--- src/rtl/dss_pkg.sv ---
package dss_pkg;
  typedef enum logic [1:0] {
    MODE_NONE = 2'd0,
    MODE_ENF  = 2'd1,
    MODE_CLKF = 2'd2
  } mode_e;
endpackage

--- src/rtl/dss_sync.sv ---
module dss_sync #(
  parameter int WIDTH  = 3,
  parameter int STAGES = 2
) (
  input  logic             clk,
  input  logic             rst,
  input  logic [WIDTH-1:0] async_i,
  output logic [WIDTH-1:0] level_o
);
  for (genvar g = 0; g < WIDTH; g++) begin : g_bit
    logic [STAGES-1:0] pipe_q;
    always_ff @(posedge clk) begin
      if (rst) pipe_q <= '0;
      else     pipe_q <= {pipe_q[STAGES-2:0], async_i[g]};
    end
    assign level_o[g] = pipe_q[STAGES-1];
  end
endmodule

--- src/rtl/dss_regfile.sv ---
module dss_regfile #(
  parameter int DEPTH   = 8,
  parameter int DATA_W  = 24,
  parameter int ADDR_W  = 6,
  parameter int PTR_LSB = 3,
  parameter int PTR_W   = 5
) (
  input  logic              clk,
  input  logic              rst,
  input  logic              we,
  input  logic [ADDR_W-1:0] waddr,
  input  logic [DATA_W-1:0] wdata,
  input  logic [ADDR_W-1:0] raddr,
  output logic [DATA_W-1:0] rdata,
  output logic [PTR_W-1:0]  ptr_o
);
  localparam int IDX_W = (DEPTH > 1) ? $clog2(DEPTH) : 1;

  logic [DATA_W-1:0] mem_q [DEPTH];

  always_ff @(posedge clk) begin
    if (rst) begin
      for (int i = 0; i < DEPTH; i++) mem_q[i] <= '0;
    end else if (we && (int'(waddr) < DEPTH)) begin
      mem_q[waddr[IDX_W-1:0]] <= wdata;
    end
  end

  assign rdata = (int'(raddr) < DEPTH) ? mem_q[raddr[IDX_W-1:0]] : '0;
  assign ptr_o = mem_q[0][PTR_LSB +: PTR_W];
endmodule

--- src/rtl/dss_engine.sv ---
module dss_engine import dss_pkg::*; #(
  parameter int DATA_W    = 24,
  parameter int EF_ADDR_W = 6,
  parameter int CF_ADDR_W = 5,
  parameter int CHIP_W    = 3,
  parameter int CHIP_ID   = 5
) (
  input  logic                 clk,
  input  logic                 rst,
  input  logic                 en_lvl,
  input  logic                 ck_lvl,
  input  logic                 din,
  input  logic [CF_ADDR_W-1:0] ptr,
  input  logic [DATA_W-1:0]    rf_rdata,
  output mode_e                mode_o,
  output logic                 rf_we,
  output logic [EF_ADDR_W-1:0] rf_waddr,
  output logic [EF_ADDR_W-1:0] rf_raddr,
  output logic [DATA_W-1:0]    rf_wdata,
  output logic                 dout
);
  localparam int EF_HDR = 1 + EF_ADDR_W;
  localparam int EF_LEN = EF_HDR + DATA_W + 1;
  localparam int CF_LEN = DATA_W + CF_ADDR_W + CHIP_W;
  localparam int SH_W   = (EF_LEN > CF_LEN) ? EF_LEN : CF_LEN;
  localparam int CNT_W  = $clog2(SH_W + 2);
  localparam int LEFT_W = $clog2(DATA_W + 1);

  mode_e             mode_q, mode_eff;
  logic              en_d, ck_d, load_q, dout_q;
  logic [SH_W-1:0]   sh_q, sh_next;
  logic [CNT_W-1:0]  cnt_q;
  logic [DATA_W-1:0] out_sr_q;
  logic [LEFT_W-1:0] left_q;
  logic en_rise, en_fall, ck_rise, ef_clk, cf_clk, rd_start, ef_commit, cf_commit;

  assign en_rise = en_lvl & ~en_d;
  assign en_fall = ~en_lvl & en_d;
  assign ck_rise = ck_lvl & ~ck_d;

  always_comb begin
    mode_eff = mode_q;
    if (mode_q == MODE_NONE) begin
      if (en_rise)      mode_eff = MODE_ENF;
      else if (ck_rise) mode_eff = MODE_CLKF;
    end
  end

  assign sh_next  = {sh_q[SH_W-2:0], din};
  assign ef_clk   = (mode_eff == MODE_ENF) && ck_rise && en_lvl && !en_rise;
  assign cf_clk   = (mode_eff == MODE_CLKF) && ck_rise && !en_lvl;
  assign rd_start = ef_clk && (cnt_q == CNT_W'(EF_HDR - 1)) && sh_next[EF_HDR-1];

  assign ef_commit = (mode_q == MODE_ENF) && en_fall &&
                     (cnt_q == CNT_W'(EF_LEN)) && !sh_q[EF_LEN-1];
  assign cf_commit = (mode_q == MODE_CLKF) && en_rise && (cnt_q == CNT_W'(CF_LEN)) &&
                     (sh_q[CHIP_W-1:0] == CHIP_W'(CHIP_ID));

  assign rf_we    = ef_commit | cf_commit;
  assign rf_waddr = ef_commit ? sh_q[EF_LEN-2 -: EF_ADDR_W]
                              : EF_ADDR_W'(sh_q[CHIP_W +: CF_ADDR_W]);
  assign rf_wdata = ef_commit ? sh_q[1 +: DATA_W]
                              : sh_q[CHIP_W+CF_ADDR_W +: DATA_W];
  assign rf_raddr = (mode_eff == MODE_ENF) ? sh_next[EF_ADDR_W-1:0] : EF_ADDR_W'(ptr);

  always_ff @(posedge clk) begin
    if (rst) begin
      mode_q   <= MODE_NONE;
      en_d     <= 1'b0;
      ck_d     <= 1'b0;
      load_q   <= 1'b0;
      sh_q     <= '0;
      cnt_q    <= '0;
      out_sr_q <= '0;
      left_q   <= '0;
      dout_q   <= 1'b0;
    end else begin
      mode_q <= mode_eff;
      en_d   <= en_lvl;
      ck_d   <= ck_lvl;
      load_q <= 1'b0;
      if (en_rise) begin
        cnt_q  <= '0;
        sh_q   <= '0;
        left_q <= '0;
        dout_q <= 1'b0;
        load_q <= (mode_eff == MODE_CLKF);
      end else if (ef_clk || cf_clk) begin
        sh_q  <= sh_next;
        cnt_q <= cnt_q + CNT_W'(cnt_q != '1);
        if (rd_start) begin
          dout_q   <= rf_rdata[DATA_W-1];
          out_sr_q <= rf_rdata << 1;
          left_q   <= LEFT_W'(DATA_W - 1);
        end else if (left_q != '0) begin
          dout_q   <= out_sr_q[DATA_W-1];
          out_sr_q <= out_sr_q << 1;
          left_q   <= left_q - 1'b1;
        end else begin
          dout_q <= 1'b0;
        end
      end else if (en_fall && (mode_q == MODE_ENF)) begin
        left_q <= '0;
        dout_q <= 1'b0;
      end
      if (load_q) begin
        out_sr_q <= rf_rdata;
        left_q   <= LEFT_W'(DATA_W);
      end
    end
  end

  assign mode_o = mode_q;
  assign dout   = dout_q;
endmodule

--- src/rtl/dualmode_serial_slave.sv ---
module dualmode_serial_slave import dss_pkg::*; #(
  parameter int REG_COUNT   = 8,
  parameter int DATA_W      = 24,
  parameter int EF_ADDR_W   = 6,
  parameter int CF_ADDR_W   = 5,
  parameter int CHIP_W      = 3,
  parameter int CHIP_ID     = 5,
  parameter int PTR_LSB     = 3,
  parameter int SYNC_STAGES = 2
) (
  input  logic clk,
  input  logic rst,
  input  logic ser_en,
  input  logic ser_clk,
  input  logic ser_din,
  output logic ser_dout
);
  logic [2:0]           sync_lvl;
  logic                 en_lvl, rf_we;
  logic [EF_ADDR_W-1:0] rf_waddr, rf_raddr;
  logic [DATA_W-1:0]    rf_wdata, rf_rdata;
  logic [CF_ADDR_W-1:0] rd_ptr;
  mode_e                mode_w;

  dss_sync #(.WIDTH(3), .STAGES(SYNC_STAGES)) sync_i (
    .clk(clk), .rst(rst),
    .async_i({ser_din, ser_clk, ser_en}),
    .level_o(sync_lvl)
  );

  assign en_lvl = sync_lvl[0];

  dss_engine #(
    .DATA_W(DATA_W), .EF_ADDR_W(EF_ADDR_W), .CF_ADDR_W(CF_ADDR_W),
    .CHIP_W(CHIP_W), .CHIP_ID(CHIP_ID)
  ) engine_i (
    .clk(clk), .rst(rst),
    .en_lvl(en_lvl), .ck_lvl(sync_lvl[1]), .din(sync_lvl[2]),
    .ptr(rd_ptr), .rf_rdata(rf_rdata),
    .mode_o(mode_w), .rf_we(rf_we), .rf_waddr(rf_waddr),
    .rf_raddr(rf_raddr), .rf_wdata(rf_wdata), .dout(ser_dout)
  );

  dss_regfile #(
    .DEPTH(REG_COUNT), .DATA_W(DATA_W), .ADDR_W(EF_ADDR_W),
    .PTR_LSB(PTR_LSB), .PTR_W(CF_ADDR_W)
  ) regs_i (
    .clk(clk), .rst(rst), .we(rf_we), .waddr(rf_waddr), .wdata(rf_wdata),
    .raddr(rf_raddr), .rdata(rf_rdata), .ptr_o(rd_ptr)
  );
endmodule

--- config.mk ---
export PLATFORM = sky130hd
export DESIGN_NAME = dualmode_serial_slave
export DESIGN_NICKNAME = d
export VERILOG_FILES = /design/src/rtl/dss_pkg.sv /design/src/rtl/dss_sync.sv /design/src/rtl/dss_regfile.sv /design/src/rtl/dss_engine.sv /design/src/rtl/dualmode_serial_slave.sv
export SDC_FILE = /design/constraint.sdc
export NUM_CORES = 1
export LEC_CHECK = 0
export BUFFER_PORTS_ARGS = -buffer_cell sky130_fd_sc_hd__buf_4
export CORE_ASPECT_RATIO = 1.75
export CORE_MARGIN = 5
export CORE_UTILIZATION = 65
export DETAILED_ROUTE_END_ITERATION = 8
export GPL_TIMING_DRIVEN = 0
export PLACE_DENSITY = 0.81
export SETUP_SLACK_MARGIN = 0.2
export SYNTH_ARGS = -nofsm -noshare
export SYNTH_HDL_FRONTEND = slang
export SYNTH_SLANG_ARGS = --single-unit
--- constraint.sdc ---
create_clock -name clk -period 6.3 [get_ports clk]
set_clock_uncertainty 0.1 [all_clocks]
set_input_delay 0.945 -clock clk [delete_from_list [all_inputs] [get_ports clk]]
set_output_delay 0.945 -clock clk [all_outputs]
set_load 0.01 [all_outputs]
* Word level (Yosys, flattened, before mapping) *
Memory sizes are Yosys's and may differ from the RTL's.
Cells that the tools add are included.

word-level totals
  register bits = 79
  memory bits (writable) = 192
  input port bits = 5
  output and inout port bits = 1
  word-level logic and storage cells = 98
  memories kept = 1

memories
  memory        words  bits a word  read ports  clocked after Yosys merged registers in  wr ports  RTL line           source
  regs_i.mem_q  8      24           2           0                                        8         dss_regfile.sv:19  logic [DATA_W-1:0] mem_q [DEPTH];

operators by class
  add/sub/neg operators = 2
  $lt $le $gt $ge = 2
  eq/ne operators = 11
  multiplexer cells = 30
  bitwise gates (word level) = 8
  reduce and logical (&&, ||, !) cells = 31

operators by type and width
  cell                                                                      count
  24-bit 2-to-1 mux                                                         8
  5-bit 2-to-1 mux                                                          6
  24-bit OR reduction                                                       1
  1-bit logical AND                                                         14
  6-bit by 4-bit < comparator with 1-bit output (second input constant)     2
  6-bit 2-to-1 mux                                                          2
  1-bit 2-to-1 mux                                                          10
  6-bit by 1-bit adder with 6-bit output                                    1
  6-bit by 3-bit equality test with 1-bit output (second input constant)    1
  6-bit equality test (second input constant)                               1
  2-bit 2-to-1 mux                                                          3
  6-bit inequality test (second input constant)                             1
  5-bit by 2-bit inequality test with 1-bit output (second input constant)  1
  5-bit nonzero test                                                        1
  5-bit by 1-bit subtractor with 5-bit output (second input constant)       1
  2-bit by 1-bit equality test with 1-bit output (second input constant)    2
  2-bit equality test (second input constant)                               2
  1-bit inverter                                                            4
  2-bit AND reduction                                                       2
  2-bit nonzero test                                                        2
  4-bit nonzero test                                                        1
  2-bit OR reduction                                                        2
  1-bit AND                                                                 3
  3-bit equality test (second input constant)                               1
  other kinds (10)                                                          12

* Logic depth before layout (Yosys ltp) *
  depth after elaboration = 15
  gate-level depth with buffers = 11
  mapped depth without buffers = 8

* Modules after synthesis *
From an unflattened synthesis, not the netlist that was laid out.

second synthesis, totals
  cell total of the unflattened synthesis = 1096
  area total of the unflattened synthesis = 13146.4 µm²

modules (own cells, without submodules)
  module       instances  cells each  area an instance (µm²)
  dss_regfile  1          650         9077.5
  dss_engine   1          431         3888.7
  dss_sync     1          15          180.2

* Least setup slack after synthesis *
OpenSTA, ideal clock, no wires.

  path kind = reg-to-reg
  start = reg engine_i.cnt_q[0]
  end = mem regs_i.mem_q[6][0] (enable)
  library setup time = 384 ps
  arrival time = 2438 ps
  data required time = 5816 ps
  slack = 3378 ps
  cell stages (with the launch flop) = 7
  path buffers = 0
  clock period less this slack = 2922 ps
  cell sequence = dfxtp_1 or3_1 nor4_4 mux2_2 nor2_2 nand2_2 nand2b_1

RTL lines
  item                    RTL line           source
  start, declared         dss_engine.sv:32   logic [CNT_W-1:0] cnt_q;
  start signal, assigned  dss_engine.sv:90   cnt_q <= cnt_q + CNT_W'(cnt_q != '1);
  end, declared           dss_regfile.sv:19

==> results.md <==
Cells and area:
- The area growth from synthesis to layout is 8.95%.
- The number of fill cells in the layout is approximately 1300.
- The net total in the final layout is roughly 1200.
- The most common cell after layout, fill and taps aside is sky130_fd_sc_hd__nor2_1.
- The multi-input combinational cells in the finished layout cover a total of ~4300 um^2.
- The layout cell share with drive strength beyond 1 is 0.0747.
- The post-route core utilization is 0.721.
- The antenna diode instance count is 0.
- The footprint of the flip-flops and latches is around 7300 um^2.
- In the layout the commonest cells are sky130_fd_sc_hd__nor2_1, sky130_fd_sc_hd__nand2_1, sky130_fd_sc_hd__edfxtp_1.

Timing:
- In the finished design, the share of the clock period the worst path needs comes to 0.606.
- The final setup TNS is 0 ps.
- Counting I/O delays and the setup requirement, the final critical path takes about 3800 ps.
- The top achievable clock speed is about 260 MHz.
- Setup repair after global routing left no endpoint under its margin.
- The transition time of the tightest slew-check pin is about 1500 ps.
- The worst-case headroom to the max-slew limit is 0.0302.
- The number of slew-limit violations in the final report is 0.
- The count of endpoints failing setup in the final report is 0.
- The hold violation total from the final report was 0.

Power and ir drop:
- The combinational share of power is 0.077.
- The worst vdd rail ir drop is 0.261 mV.
- Internal power comes to between 2 and 3 mW.
- The reported net switching power is between 0.8 and 0.9 mW.
- The analysis attributes to cell leakage a power of between 4 and 5 nW.
- The share of total power dissipated in sequential elements is 0.542.
- The share of total power dissipated in the clock network is 0.381.
- Dividing total power by cell area gives a power density of 281 nW/um^2.
- The switching power share of the total is 0.233.

Place:
- The HPWL reported at the end of detailed placement is 23400 um.
- At the end of routability-driven placement, the weighted congestion stood at 0.978.
- Buffers placed on the I/O ports in this run total 5.

Synthesis:
- The number of cells produced by synthesis is around 1200.
- The top-area cell type share of the netlist area is 0.480.
- For this run, the register share of the synthesized area comes to 0.612.
- The share of synthesized registers carrying an async set or reset is 0.
- The largest total area in the synthesized netlist belongs to sky130_fd_sc_hd__edfxtp_1.
- By area the synthesized netlist is led by sky130_fd_sc_hd__edfxtp_1, sky130_fd_sc_hd__dfxtp_1, sky130_fd_sc_hd__nor2_1.
- The primary flip-flop cell chosen by synthesis mapping is sky130_fd_sc_hd__edfxtp_1.
- After synthesis the netlist holds a flip-flop and latch count of between 200 and 300.
- The count of warnings emitted by yosys is 0.
- The synthesized area is 12000 um^2.
- After synthesis, the mean cell area works out to just over 10 um^2.
- The net count after synthesis is around 1200.
- Counting flops with a built-in enable in the synthesized netlist gives between 150 and 200.
- After synthesis, the netlist uses 64 different library cells.

Detailed routing:
- The number of nets with antenna violations after detailed routing is 0.
- The violation count after the first detailed-routing iteration is roughly 880.
- The remaining design rule violation count is 0.
- After detailed routing, the average wire length per cell comes to 23.1 um.
- The first detailed-routing pass took 6 iterations.
- Summing over every cut layer, the via total after detailed routing is 9317.
- The via-per-instance ratio is ~6.4.
- Wires add up to ~33000 um.

Floorplanning:
- Measured along the y axis, the die boundary spans approximately 190 um.
- Measured along the x axis, the die boundary spans ~110 um.
- The area of the core is approximately 18000 um^2.
- For this configuration, the core starts out at a cell density of 0.662.
- The floorplan has 65 rows.
- The area enclosed by the die boundary is roughly 21000 um^2.
- The top-level I/O count is 6.

Setup path:
- The startpoint type of the worst setup path is a flip-flop.
- The endpoint identified for the worst register-to-register timing path is regs_i.mem_q[7][14].
- The worst reg2reg path startpoint is engine_i.mode_o[1].
- Along the worst path, the maximum fanout reaches 24.
- The destination of the critical timing path is regs_i.mem_q[7][14].
- The endpoint type of the worst setup path is a flip-flop.
- The depth of the worst register-to-register path is 8.
- For the worst setup path, the data required time is about 6300 ps.
- For flop-to-flop paths, the worst setup slack is 2480 ps.
- Tracing the worst setup path back leads to its startpoint at engine_i.mode_o[1].
- Data on the critical path arrives at its endpoint at 3840 ps.
- The category of the critical setup timing path is flip-flop to flip-flop.

Status:
- The run finished with clean final reports.

Global routing:
- The number of antenna violations at the first check in global routing is 0.
- The combined global-route utilization of all metal layers is 0.318.
- The maximum number of pins on one net before global-route repair is 25.
- The number of global-route vias before repair is ~9400.
- The first global-routing pass estimated between 50000 and 60000 um of wire.
- The total overflow left after global routing is 0.

Clock network:
- The number of H-tree levels is 1.
- In this run, post-CTS repair resized a total of 0 instances.
- The TritonCTS clock tree is yes.
- CTS saw roughly 270 sinks.
- The clock passes through at most 3 buffers.
- The clock tree root buffer cell is sky130_fd_sc_hd__clkbuf_16.
- The cts-stage hold buffer count is 0.
- After clock tree synthesis, the clock-pin slew on the worst setup and hold paths is 70 ps.
- The later pin in the worst-skew pair is clocked with a latency of 520 ps.
- The buffer count from post-CTS setup fixing is 0.
- The number of clock buffers inserted by TritonCTS is 23.

Job:
- The tool flagged a number of max-cap violations equal to 0.

Hold path:
- The min-delay analysis places its worst path in the category flip-flop to flip-flop.
-- routing by layer --
metal | global-route usage | vias to the layer above | part of all wire
li1 | - | 4220 | -
met1 | 0.348 | 4435 | 0.32
met2 | 0.553 | 511 | 0.51
met3 | 0.0500 | 151 | 0.082
met4 | 0.231 | 0 | 0.082
met5 | 0 | - | 0
-- state kept, by name, summed over array words and instances, names as in the netlist --
register / flops
engine_i.dout: 1
engine_i.load_q: 1
sync_i.g_bit.pipe_q: 6
engine_i.ck_d: 1
engine_i.mode_o: 2
engine_i.cnt_q: 6
engine_i.en_d: 1
engine_i.left_q: 5
regs_i.mem_q: 192
engine_i.out_sr_q: 24
engine_i.sh_q: 32
-- per-stage QoR --
step | setup WS [ps] | instances | hold slack (ps) | total power, mW | cell area (um^2)
6_report | 2480 | 1452 | 351 | 3.67 | 13100
5_1_grt | 2310 | 1452 | 368 | 3.77 | 13100
3_3_place_gp | 2040 | 1410 | 318 | 2.30 | 12300
3_5_place_dp | 2050 | 1410 | 332 | 2.31 | 12300
2_1_floorplan | 3380 | 1171 | 314 | 2.21 | 12000
4_1_cts | 2450 | 1452 | 354 | 3.65 | 13100
-- synth_stat cells (all sizes together) (2+ instances only) --
cell type and count:
a2111o 2, a211oi 4, a21boi 2, a21oi 86
a22oi 23, a31oi 6, a32o 40, and2 3
and3 2, buf 37, clkbuf 40, dfxtp 79
edfxtp 192, ha 4, inv 7, mux2 2
mux2i 32, nand2 218, nand2b 13, nand3 4
nand3b 3, nand4 3, nor2 236, nor2b 13
nor3 44, nor4 3, nor4b 3, o21ai 12
o22a 2, o22ai 2, o31a 2, o31ai 2
o32a 4, or3 21, or4 2, xnor2 3
xor2 3
-- power by group through the flow --
stage / Sequential, mW / Combinational [mW] / Clock (mW)
CTS: 1.99 / 0.279 / 1.38
finish: 1.99 / 0.284 / 1.40
global placement: 2.03 / 0.272 / 0
floorplan: 2.02 / 0.184 / 0
global route: 2.00 / 0.305 / 1.47
detailed placement: 2.03 / 0.278 / 0
-- kinds of logic after synthesis --
logic type | after synthesis | share of synthesized area
mux | 34 | 0.0286
flops | 271 | 0.612
compound gates | 198 | 0.115
xor+xnor | 6 | 0.00438
simple gates | 574 | 0.204
fa+ha+maj | 4 | 0.00417
buf+inv | 84 | 0.0310
-- worst max-delay path, cell delays in order (launching register included) --
cell and delay, ps:
sky130_fd_sc_hd__dfxtp_1 320, sky130_fd_sc_hd__buf_2 170, sky130_fd_sc_hd__nand4bb_1 470, sky130_fd_sc_hd__nor3_1 300
sky130_fd_sc_hd__a41oi_1 60, sky130_fd_sc_hd__or4_1 480, sky130_fd_sc_hd__nor2_2 160, sky130_fd_sc_hd__nand2_1 270
sky130_fd_sc_hd__nand2b_1 1080
-- final cells by class --
| cell class | count | share of cell area |
|---|---|---|
| timing repair buffer | 5 | 0.00287 |
| clock buffer | 33 | 0.0502 |
| tap | 234 | 0.0224 |
| sequential | 271 | 0.562 |
| multi-input combinational | 816 | 0.329 |
| buffer | 77 | 0.0264 |
| inverter | 7 | 0.00201 |
| clock inverter | 9 | 0.00555 |
-- worst min path at each step --
stage,from,to,slack (ps),cells after the start
after floorplan,sync_i.g_bit[0].pipe_q[0],sync_i.g_bit[0].pipe_q[1],310,1
after global placement,sync_i.g_bit[2].pipe_q[0],sync_i.g_bit[2].pipe_q[1],320,1
after detailed placement,sync_i.g_bit[0].pipe_q[0],sync_i.g_bit[0].pipe_q[1],330,1
after CTS,sync_i.g_bit[0].pipe_q[0],sync_i.g_bit[0].pipe_q[1],350,1
after global routing,sync_i.g_bit[2].pipe_q[0],sync_i.g_bit[2].pipe_q[1],370,1
final,sync_i.g_bit[1].pipe_q[0],sync_i.g_bit[1].pipe_q[1],350,1
Power figures use the tool's default switching activity.
